## config.mk

```make
export PLATFORM = sky130hd
export DESIGN_NAME = tagged_fifo_reg
export DESIGN_NICKNAME = d
export VERILOG_FILES = /design/src/rtl/tfr_pkg.sv /design/src/rtl/tfr_ring.sv /design/src/rtl/tfr_head.sv /design/src/rtl/tagged_fifo_reg.sv
export SDC_FILE = /design/constraint.sdc
export NUM_CORES = 1
export LEC_CHECK = 0
export CORE_MARGIN = 2
export CORE_UTILIZATION = 64
export DETAILED_ROUTE_END_ITERATION = 12
export DONT_BUFFER_PORTS = 1
export PLACE_DENSITY = 0.78
export SLEW_MARGIN = 10
export SYNTH_ARGS = -nofsm -noshare
export SYNTH_HDL_FRONTEND = slang
export SYNTH_HIERARCHICAL = 1
export SYNTH_SLANG_ARGS = --single-unit
```

## constraint.sdc

```tcl
create_clock -name clk -period 3.73 [get_ports clk]
set_clock_uncertainty 0.15 [all_clocks]
set_input_delay 0.373 -clock clk [delete_from_list [all_inputs] [get_ports clk]]
set_output_delay 0.373 -clock clk [all_outputs]
set_load 0.005 [all_outputs]
```

## src/rtl/tfr_pkg.sv

```systemverilog
package tfr_pkg;
    localparam int BYTE_W  = 8;
    localparam int TAG_W   = 3;
    localparam int ENTRY_W = BYTE_W + TAG_W;

    // Tag order inside an entry, most significant first: lost data, CRC, frame end.
    typedef struct packed {
        logic ovr;
        logic crc;
        logic eof;
    } rx_tag_t;

    typedef struct packed {
        rx_tag_t               tag;
        logic [BYTE_W-1:0]     data;
    } rx_entry_t;
endpackage

```

## src/rtl/tfr_ring.sv

```systemverilog
module tfr_ring #(
    parameter int W        = 8,
    parameter int DEPTH    = 8,
    parameter bit MARK_TOP = 1'b0
) (
    input  logic         clk,
    input  logic         rst_n,
    input  logic         en,
    input  logic         push,
    input  logic [W-1:0] wdata,
    input  logic         pop,
    output logic         full,
    output logic         empty,
    output logic         head_load,
    output logic [W-1:0] nxt_head
);
    localparam int AW = (DEPTH > 1) ? $clog2(DEPTH) : 1;
    localparam int CW = $clog2(DEPTH + 1);
    localparam logic [AW-1:0] LAST = AW'(DEPTH - 1);

    typedef struct packed {
        logic [DEPTH-1:0][W-1:0] mem;
        logic [AW-1:0]           wp;
        logic [AW-1:0]           rp;
        logic [CW-1:0]           cnt;
    } ring_t;

    ring_t q, d;
    logic  do_push, do_pop, overflow, mark_top;
    logic [AW-1:0] newest;

    function automatic logic [AW-1:0] step_up(input logic [AW-1:0] p);
        return (p == LAST) ? '0 : p + AW'(1);
    endfunction

    function automatic logic [AW-1:0] step_down(input logic [AW-1:0] p);
        return (p == '0) ? LAST : p - AW'(1);
    endfunction

    assign full     = (q.cnt == CW'(DEPTH));
    assign empty    = (q.cnt == '0);
    assign do_push  = en && push && !full;
    assign do_pop   = en && pop && !empty;
    assign overflow = en && push && full;
    assign newest   = step_down(q.wp);

    generate
        if (MARK_TOP) begin : g_mark
            assign mark_top = overflow;
        end else begin : g_nomark
            assign mark_top = 1'b0;
        end
    endgenerate

    always_comb begin
        d = q;
        if (do_push) begin
            d.mem[q.wp] = wdata;
            d.wp        = step_up(q.wp);
        end
        if (mark_top) begin
            d.mem[newest][W-1] = 1'b1;
        end
        if (do_pop) begin
            d.rp = step_up(q.rp);
        end
        case ({do_push, do_pop})
            2'b10:   d.cnt = q.cnt + CW'(1);
            2'b01:   d.cnt = q.cnt - CW'(1);
            default: d.cnt = q.cnt;
        endcase
        if (!en) begin
            d.wp  = '0;
            d.rp  = '0;
            d.cnt = '0;
        end
    end

    // A different entry becomes the oldest on a pop that leaves data or on a push into empty.
    assign head_load = en && (d.cnt != '0) && (do_pop || (q.cnt == '0));
    assign nxt_head  = d.mem[d.rp];

    always_ff @(posedge clk) begin
        if (!rst_n) begin
            q <= '0;
        end else begin
            q <= d;
        end
    end


    cnt_bound_chk: assert property (@(posedge clk) disable iff (!rst_n)
        q.cnt <= CW'(DEPTH));


    flag_excl_chk: assert property (@(posedge clk) disable iff (!rst_n)
        !(full && empty));


    disable_clear_chk: assert property (@(posedge clk) disable iff (!rst_n)
        !en |=> empty);


    drop_full_chk: assert property (@(posedge clk) disable iff (!rst_n)
        (en && push && full && !pop) |=> full);
endmodule

```

## src/rtl/tfr_head.sv

```systemverilog
module tfr_head #(
    parameter int W = 8
) (
    input  logic         clk,
    input  logic         rst_n,
    input  logic         load,
    input  logic [W-1:0] nxt,
    output logic [W-1:0] head
);
    logic [W-1:0] head_q, head_d;

    always_comb begin
        head_d = head_q;
        if (load) begin
            head_d = nxt;
        end
    end

    always_ff @(posedge clk) begin
        if (!rst_n) begin
            head_q <= '0;
        end else begin
            head_q <= head_d;
        end
    end

    assign head = head_q;


    hold_chk: assert property (@(posedge clk) disable iff (!rst_n)
        !load |=> $stable(head_q));
endmodule

```

## src/rtl/tagged_fifo_reg.sv

```systemverilog
module tagged_fifo_reg
    import tfr_pkg::*;
#(
    parameter int DEPTH = 8
) (
    input  logic              clk,
    input  logic              rst_n,
    input  logic              tx_en,
    input  logic              rx_en,
    input  logic              bus_wr,
    input  logic [BYTE_W-1:0] bus_wdata,
    input  logic              bus_rd,
    output logic [BYTE_W-1:0] bus_rdata,
    input  logic              ser_tx_pop,
    output logic [BYTE_W-1:0] ser_tx_data,
    output logic              tx_full,
    output logic              tx_empty,
    input  logic              ser_rx_push,
    input  logic [BYTE_W-1:0] ser_rx_data,
    input  logic              ser_rx_eof,
    input  logic              ser_rx_crc_err,
    output logic              rx_full,
    output logic              rx_empty,
    output logic              stat_eof,
    output logic              stat_crc,
    output logic              stat_ovr
);
    logic              tx_load, rx_load;
    logic [BYTE_W-1:0] tx_nxt, tx_head;
    rx_entry_t         rx_in, rx_nxt, rx_head;

    assign rx_in.data    = ser_rx_data;
    assign rx_in.tag.eof = ser_rx_eof;
    assign rx_in.tag.crc = ser_rx_crc_err;
    assign rx_in.tag.ovr = 1'b0;

    tfr_ring #(.W(BYTE_W), .DEPTH(DEPTH), .MARK_TOP(1'b0)) u_tx_ring (
        .clk       (clk),
        .rst_n     (rst_n),
        .en        (tx_en),
        .push      (bus_wr),
        .wdata     (bus_wdata),
        .pop       (ser_tx_pop),
        .full      (tx_full),
        .empty     (tx_empty),
        .head_load (tx_load),
        .nxt_head  (tx_nxt)
    );

    tfr_head #(.W(BYTE_W)) u_tx_head (
        .clk   (clk),
        .rst_n (rst_n),
        .load  (tx_load),
        .nxt   (tx_nxt),
        .head  (tx_head)
    );

    tfr_ring #(.W(ENTRY_W), .DEPTH(DEPTH), .MARK_TOP(1'b1)) u_rx_ring (
        .clk       (clk),
        .rst_n     (rst_n),
        .en        (rx_en),
        .push      (ser_rx_push),
        .wdata     (rx_in),
        .pop       (bus_rd),
        .full      (rx_full),
        .empty     (rx_empty),
        .head_load (rx_load),
        .nxt_head  (rx_nxt)
    );

    // The oldest-entry register doubles as the tag status: it keeps its value when the queue drains.
    tfr_head #(.W(ENTRY_W)) u_rx_head (
        .clk   (clk),
        .rst_n (rst_n),
        .load  (rx_load),
        .nxt   (rx_nxt),
        .head  (rx_head)
    );

    assign ser_tx_data = tx_empty ? '0 : tx_head;
    assign bus_rdata   = (bus_rd && !rx_empty) ? rx_head.data : '0;
    assign stat_eof    = rx_head.tag.eof;
    assign stat_crc    = rx_head.tag.crc;
    assign stat_ovr    = rx_head.tag.ovr;

    initial begin

        depth_chk: assert (DEPTH >= 2);
    end
endmodule

```

==> reports/qor.yml, run 1 <==
timing:
  setup-violations-final: 0
  fmax_mhz: 288.2
  rsz0062_at_grt: "no"
  final_max_slew_viol_count: 0
  tightest_slew_ns: 1.075
  timing.final.crit_share: 0.9301
  hold_violations: 0
  slew_headroom: 0.2779
  tns_ns: 0
  min_period_ns: 3.469
routing:
  firstDrtPassIters: 5
  wl_mm: 27.91
  vias_per_cell: 6.350
  postRouteAntennaNets: 0
  wire_per_inst_um: 19.92
  vias: 8896
  drc: 0
  drtIter0Drc: 915
cts:
  cts_buffers: 17
  clk-insertion-delay-late_ns: 0.44
  clockBufferDepth: 2
  cts_root_buf: "clkbuf_16"
  htreeDepth: 4
  clk_pin_slew_ns: 0.08
  clock-sinks: 191
  cts_tree: "built"
critical_path:
  cp_max_fo: 10
  reg2reg_from: "u_tx_ring/q[0]$_SDFF_PN0_"
  crit_required_ns: 3.91
  regToRegSetupSlack_ns: 0.26
  cp-end-kind: "flip-flop"
  cp-start-kind: "flip-flop"
  path_class: "reg2reg"
  cp.arrival_ns: 3.65
  reg2reg_depth: 14
  rr_endpoint: "u_tx_head/head[7]$_SDFFE_PN0P_"
layout:
  area_growth_pct: 8.914
  diodes: 0
  fillers: 1221
  drive_gt1_frac: 0.09958
  post-route-util: 0.7063
  final_common_cell: "nand2_1"
  nets: 1214
  final_cell_mix: "199 x nand2_1, 191 x dfxtp_1, 107 x mux2i_1, 84 x nor2b_1, 75 x a21oi_1"
place:
  gp_congestion: 0.8874
  dp_hpwl_mm: 17.71
  port_buffers: 0
run:
  maxCapViolCount: 0
synth:
  synth_seq_cells: 191
  syn_nets: 1238
  synth.largest_area_cell: "dfxtp_1"
  synthArstFlopShare: 0
  syn_inst: 1196
  synth_area_per_cell_um2: 8.520
  syn_area_um2: 10190
  yosysWarnings: 6
  yosysSeqAreaShare: 0.3752
  synth_cell_types: 83
  yosysTopAreaCellShare: 0.3752
  synth_edf_count: 0
  yosys-top-cells-area: "dfxtp_1 38%, mux2i_1 11%, nand2_1 7.3%"
  ys.flop_type: "dfxtp_1"
power_and_ir_drop:
  ir_drop_v: 0.0003524
  total_power_mw: 4.303
  p_per_area_nw_per_um2: 387.8
  leakage_nw: 3.778
hold_path:
  worstHoldEndpoint: "u_tx_ring/q[61]$_SDFF_PN0_"
  min_path_type: "in2reg"
  hp-start: "bus_wdata[3]"
  min_delay_path_depth: 2
die:
  die_h_um: 130.2
  initial_core_util: 0.6485
  core_um2: 15710
  die_w_um: 130.2
  num_rows: 46
  pin_count: 49
  die_area_um2: 16950
global_routing:
  grt-ovfl-total: 0
  grt_pass1_wl_mm: 43.79
  grt_util_all_layers: 0.3344
  antenna_found_initial: 0
  grt_max_degree: 91
  grt_pass1_vias: 8247
run_status:
  status: "finished, final reports clean"
==> power breakdown <==
group | switching (mW) | leakage [nW] | total (mW) | internal [mW]
combinational | 0.205 | 1.95 | 0.352 | 0.147
clock | 0.862 | 0.287 | 1.87 | 1.01
sequential | 0.0196 | 1.54 | 2.08 | 2.06
==> repair_timing <==
item	4_1_cts	5_1_grt
setup buffers	0	0
hold buffers	21	0
endpoints found under the hold margin	171	0
resized for setup	0	1
endpoints found under the setup margin	0	8
==> per-stage QoR <==
step | hold slack [ns] | setup slack (ns) | std cells | area, um2
floorplan | 0.2820 | 0.4911 | 1196 | 10190
global placement | 0.2874 | 0.3801 | 1348 | 10270
detailed placement | 0.2937 | 0.2743 | 1348 | 10270
CTS | 0.005661 | 0.2488 | 1401 | 11100
global route | 0.003108 | 0.001085 | 1401 | 11100
finish | 0.01043 | 0.2606 | 1401 | 11100
==> area by class of cell <==
class,count,area [um2],area share
Clock buffer,17,425.4,0.03833
Clock inverter,15,175.2,0.01578
Inverter,10,37.54,0.003382
Multi-Input combinational cell,904,5936,0.5348
Sequential cell,191,3824,0.3445
Tap cell,216,270.3,0.02435
Timing Repair Buffer,48,430.4,0.03878
==> flip-flops by register name (all words and copies together) (netlist names) <==
register        cells
u_tx_head/head      8
u_rx_head/head     11
u_rx_ring/q        98
u_tx_ring/q        74
==> kinds of logic after synthesis <==
kind of cell / after synthesis / synth area share
xor+xnor: 11 / 0.009455
other cells: 1 / 0.0003680
flops: 191 / 0.3752
compound gates: 226 / 0.1649
fa+ha+maj: 16 / 0.01965
simple gates: 539 / 0.2721
buf+inv: 101 / 0.04727
mux: 111 / 0.1110
==> worst max path at each step <==
stage / from / to / slack [ns] / cells past startpoint
2_1_floorplan: u_rx_ring/q[0]$_SDFF_PN0_ / u_rx_head/head[0]$_SDFFE_PN0P_ / 0.49 / 13
4_1_cts: u_tx_ring/q[1]$_SDFF_PN0_ / u_tx_head/head[7]$_SDFFE_PN0P_ / 0.25 / 14
3_5_place_dp: u_tx_ring/q[1]$_SDFF_PN0_ / u_tx_head/head[7]$_SDFFE_PN0P_ / 0.27 / 14
5_1_grt: u_rx_ring/q[1]$_SDFF_PN0_ / u_rx_head/head[4]$_SDFFE_PN0P_ / 0.001 / 12
6_report: u_tx_ring/q[0]$_SDFF_PN0_ / u_tx_head/head[7]$_SDFFE_PN0P_ / 0.26 / 14
3_3_place_gp: u_tx_ring/q[1]$_SDFF_PN0_ / u_tx_head/head[6]$_SDFFE_PN0P_ / 0.38 / 14
==> cells in the mapped netlist (6+ instances only) <==
library cell	count
o22ai_2	10
o22a_1	16
or2_2	7
buf_6	10
dfxtp_1	191
nand2b_1	8
nand3_1	16
inv_1	6
nor2_1	73
a221o_1	7
or3_1	25
ha_1	16
o2111ai_1	9
a21oi_1	75
o22ai_1	14
nor3_1	41
nor4_1	12
xor2_1	7
and2_1	17
nand2_1	199
buf_2	12
nor3b_1	10
nor2b_1	84
a21boi_0	8
mux2i_1	107
nand3b_1	7
clkbuf_1	64
o221ai_1	27
a31oi_1	13
o31ai_1	8
and3b_1	9
o21ai_0	12
==> routing by layer <==
layer	part of all wire	routed length [um]	up-vias	GRT usage
li1	-	-	4204	-
met1	0.40	11160	4209	0.4081
met2	0.49	13620	401	0.5648
met3	0.066	1846	82	0.06314
met4	0.046	1279	0	0.1701
met5	0	0	-	0
==> critical path, stage by stage (launching register included) <==
cell and delay [ns]:
dfxtp_1 0.45, nor4b_4 0.59, nor2_4 0.14, inv_2 0.18, ha_2 0.27, xor2_1 0.09
ha_1 0.21, a21oi_1 0.16, xor2_1 0.17, nor2_1 0.08, xnor2_1 0.15, a31oi_1 0.18
buf_4 0.25, mux2i_1 0.23, nor2b_1 0.06
(Power assumes the default switching activity.)
==> inputs of run 2 (changes only) <==
- CORE_UTILIZATION: 64 -> 25
- PLACE_DENSITY: 0.78 -> 0.38
- clock period: 3.73 -> 2.9 ns (I/O delays scaled with it)
==> reports/qor.yml, run 2 (synthesized netlist as in run 1, its figures left out) <==
hold_path:
  min_path_type: "in2reg"
timing:
  setup-violations-final: 11
  final_max_slew_viol_count: 0
  slew_headroom: 0.4097
  tns_ns: -0.8736
  tightest_slew_ns: 0.8781
  hold_violations: 0
  timing.final.crit_share: 1.036
  fmax_mhz: 332.9
  min_period_ns: 3.003
  rsz0062_at_grt: "yes"
  postLayoutSetupSlackWorst_ns: -0.1035
routing:
  firstDrtPassIters: 5
  drc: 0
  wl_met2_mm: 18.30
  wire_per_inst_um: 20.37
  drtIter0Drc: 440
  m1WireLength_mm: 16.55
  vias: 9063
  met3_length_mm: 1.343
  highest_layer: "met4"
  postRouteAntennaNets: 0
  wl_mm: 37.32
  vias_per_cell: 4.947
die:
  die_w_um: 205.9
  pin_count: 49
  initial_core_util: 0.2547
  die_area_um2: 42390
  die_h_um: 205.9
  core_um2: 40010
  num_rows: 73
critical_path:
  cp_max_fo: 7
  cp-end-kind: "flip-flop"
  cp-start-kind: "flip-flop"
  cp.arrival_ns: 3.21
  path_class: "reg2reg"
  crit_required_ns: 3.10
run_status:
  violations: "setup timing"
  status: "finished, violations left"
power_and_ir_drop:
  leakage_nw: 4.492
  total_power_mw: 5.856
  ir_drop_v: 0.0002959
  p_per_area_nw_per_um2: 452.7
layout:
  multiInputGateArea_um2: 6213
  post-route-util: 0.3234
  drive_gt1_frac: 0.2073
  regArea_um2: 3835
  final_cells: 1832
  diodes: 0
  area_growth_pct: 26.95
  largest_reg_flops: 98
  nets: 1337
  final_cell_mix: "196 x nand2_1, 186 x dfxtp_1, 129 x buf_4, 106 x mux2i_1, 84 x nor2b_1"
  top_register: "u_rx_ring/q"
  final_common_cell: "nand2_1"
  fillers: 4195
cts:
  clk_pin_slew_ns: 0.07
  clock-sinks: 191
  htreeDepth: 4
  clk-insertion-delay-late_ns: 0.46
  cts_root_buf: "clkbuf_16"
  cts_tree: "built"
  clockBufferDepth: 2
  cts_buffers: 17
place:
  gp_congestion: 0.7994
  numPlacedInstances: 1763
  post-place-ws_ns: -0.2283
  port_buffers: 0
  dp_hpwl_mm: 24.12
global_routing:
  grt_util_all_layers: 0.1795
  grt-ovfl-total: 0
  antenna_found_initial: 0
  grt_pass1_wl_mm: 56.39
  grt_pass1_vias: 8866
  grt_max_degree: 92
run:
  maxCapViolCount: 0
-- run 2: cell types whose count changed in the layout (fill, tap and decap cells not counted), sizes merged --
cell         previous run  this run
clkinvlp                3         5
clkinv                  4         0
clkbuf                 17        23
o221ai                 28        29
inv                    16        10
dlygate4sd3            20        22
buf                    28       146
bufinv                  2         5
-- run 2: metal layers --
| metal | global-route usage | up-vias |
|---|---|---|
| met1 | 0.2237 | 4407 |
| met4 | 0.06709 | 0 |
| li1 | - | 4451 |
| met2 | 0.3058 | 164 |
| met5 | 0 | - |
| met3 | 0.03532 | 41 |
-- run 2: worst max-delay path, stage by stage, from the launching register on --
cell       delay [ns]
dfxtp_2          0.33
or4_4            0.61
nand2_4          0.12
inv_6            0.05
ha_4             0.17
xor2_1           0.14
ha_2             0.20
a21oi_2          0.04
xor2_1           0.15
nor2_1           0.16
xnor2_2          0.12
a31oi_4          0.23
clkbuf_16        0.21
mux2i_1          0.18
nor2b_1          0.06
-- run 2: worst paths after layout --
path,from,to,slack (ns),cells after the start
min reg2reg,u_rx_ring/q[67]$_SDFF_PN0_,u_rx_ring/q[67]$_SDFF_PN0_,0.30,2
max,u_rx_ring/q[2]$_SDFF_PN0_,u_rx_head/head[4]$_SDFFE_PN0P_,-0.10,14
max reg2reg,u_rx_ring/q[2]$_SDFF_PN0_,u_rx_head/head[4]$_SDFFE_PN0P_,-0.10,14
min,ser_rx_data[1],u_rx_ring/q[77]$_SDFF_PN0_,0.02,3
-- run 2: power by group --
| group | total, mW | internal [mW] | leakage [nW] | switching [mW] |
|---|---|---|---|---|
| Combinational | 0.574 | 0.257 | 2.66 | 0.316 |
| Sequential | 2.67 | 2.65 | 1.54 | 0.0222 |
| Clock | 2.61 | 1.53 | 0.286 | 1.09 |
-- run 2: cell type report --
type,instances,area share
clock buffers,21,0.03405
multi-input cells,905,0.4803
clock inverters,10,0.01451
repair buffers,170,0.1206
well taps,525,0.05078
inverters,10,0.003289
flip-flops and latches,191,0.2964
-- run 2: stage by stage --
| step | area (um2) | hold WS [ns] |
|---|---|---|
| CTS | 12750 | -0.07067 |
| global route | 12940 | 0.02667 |
| finish | 12940 | 0.02307 |
| floorplan | 10290 | 0.2617 |
| global placement | 11700 | 0.2777 |
| detailed placement | 11700 | 0.2809 |
-- run 2: what timing repair did --
item / CTS / global route
hold buffers: 23 / 0
gates cloned: 1 / 2
setup endpoints to repair: 19 / 19
endpoints found under the hold margin: 170 / 0
pin swaps: 9 / 13
gates resized for setup: 22 / 18
buffers inserted: 5 / 7
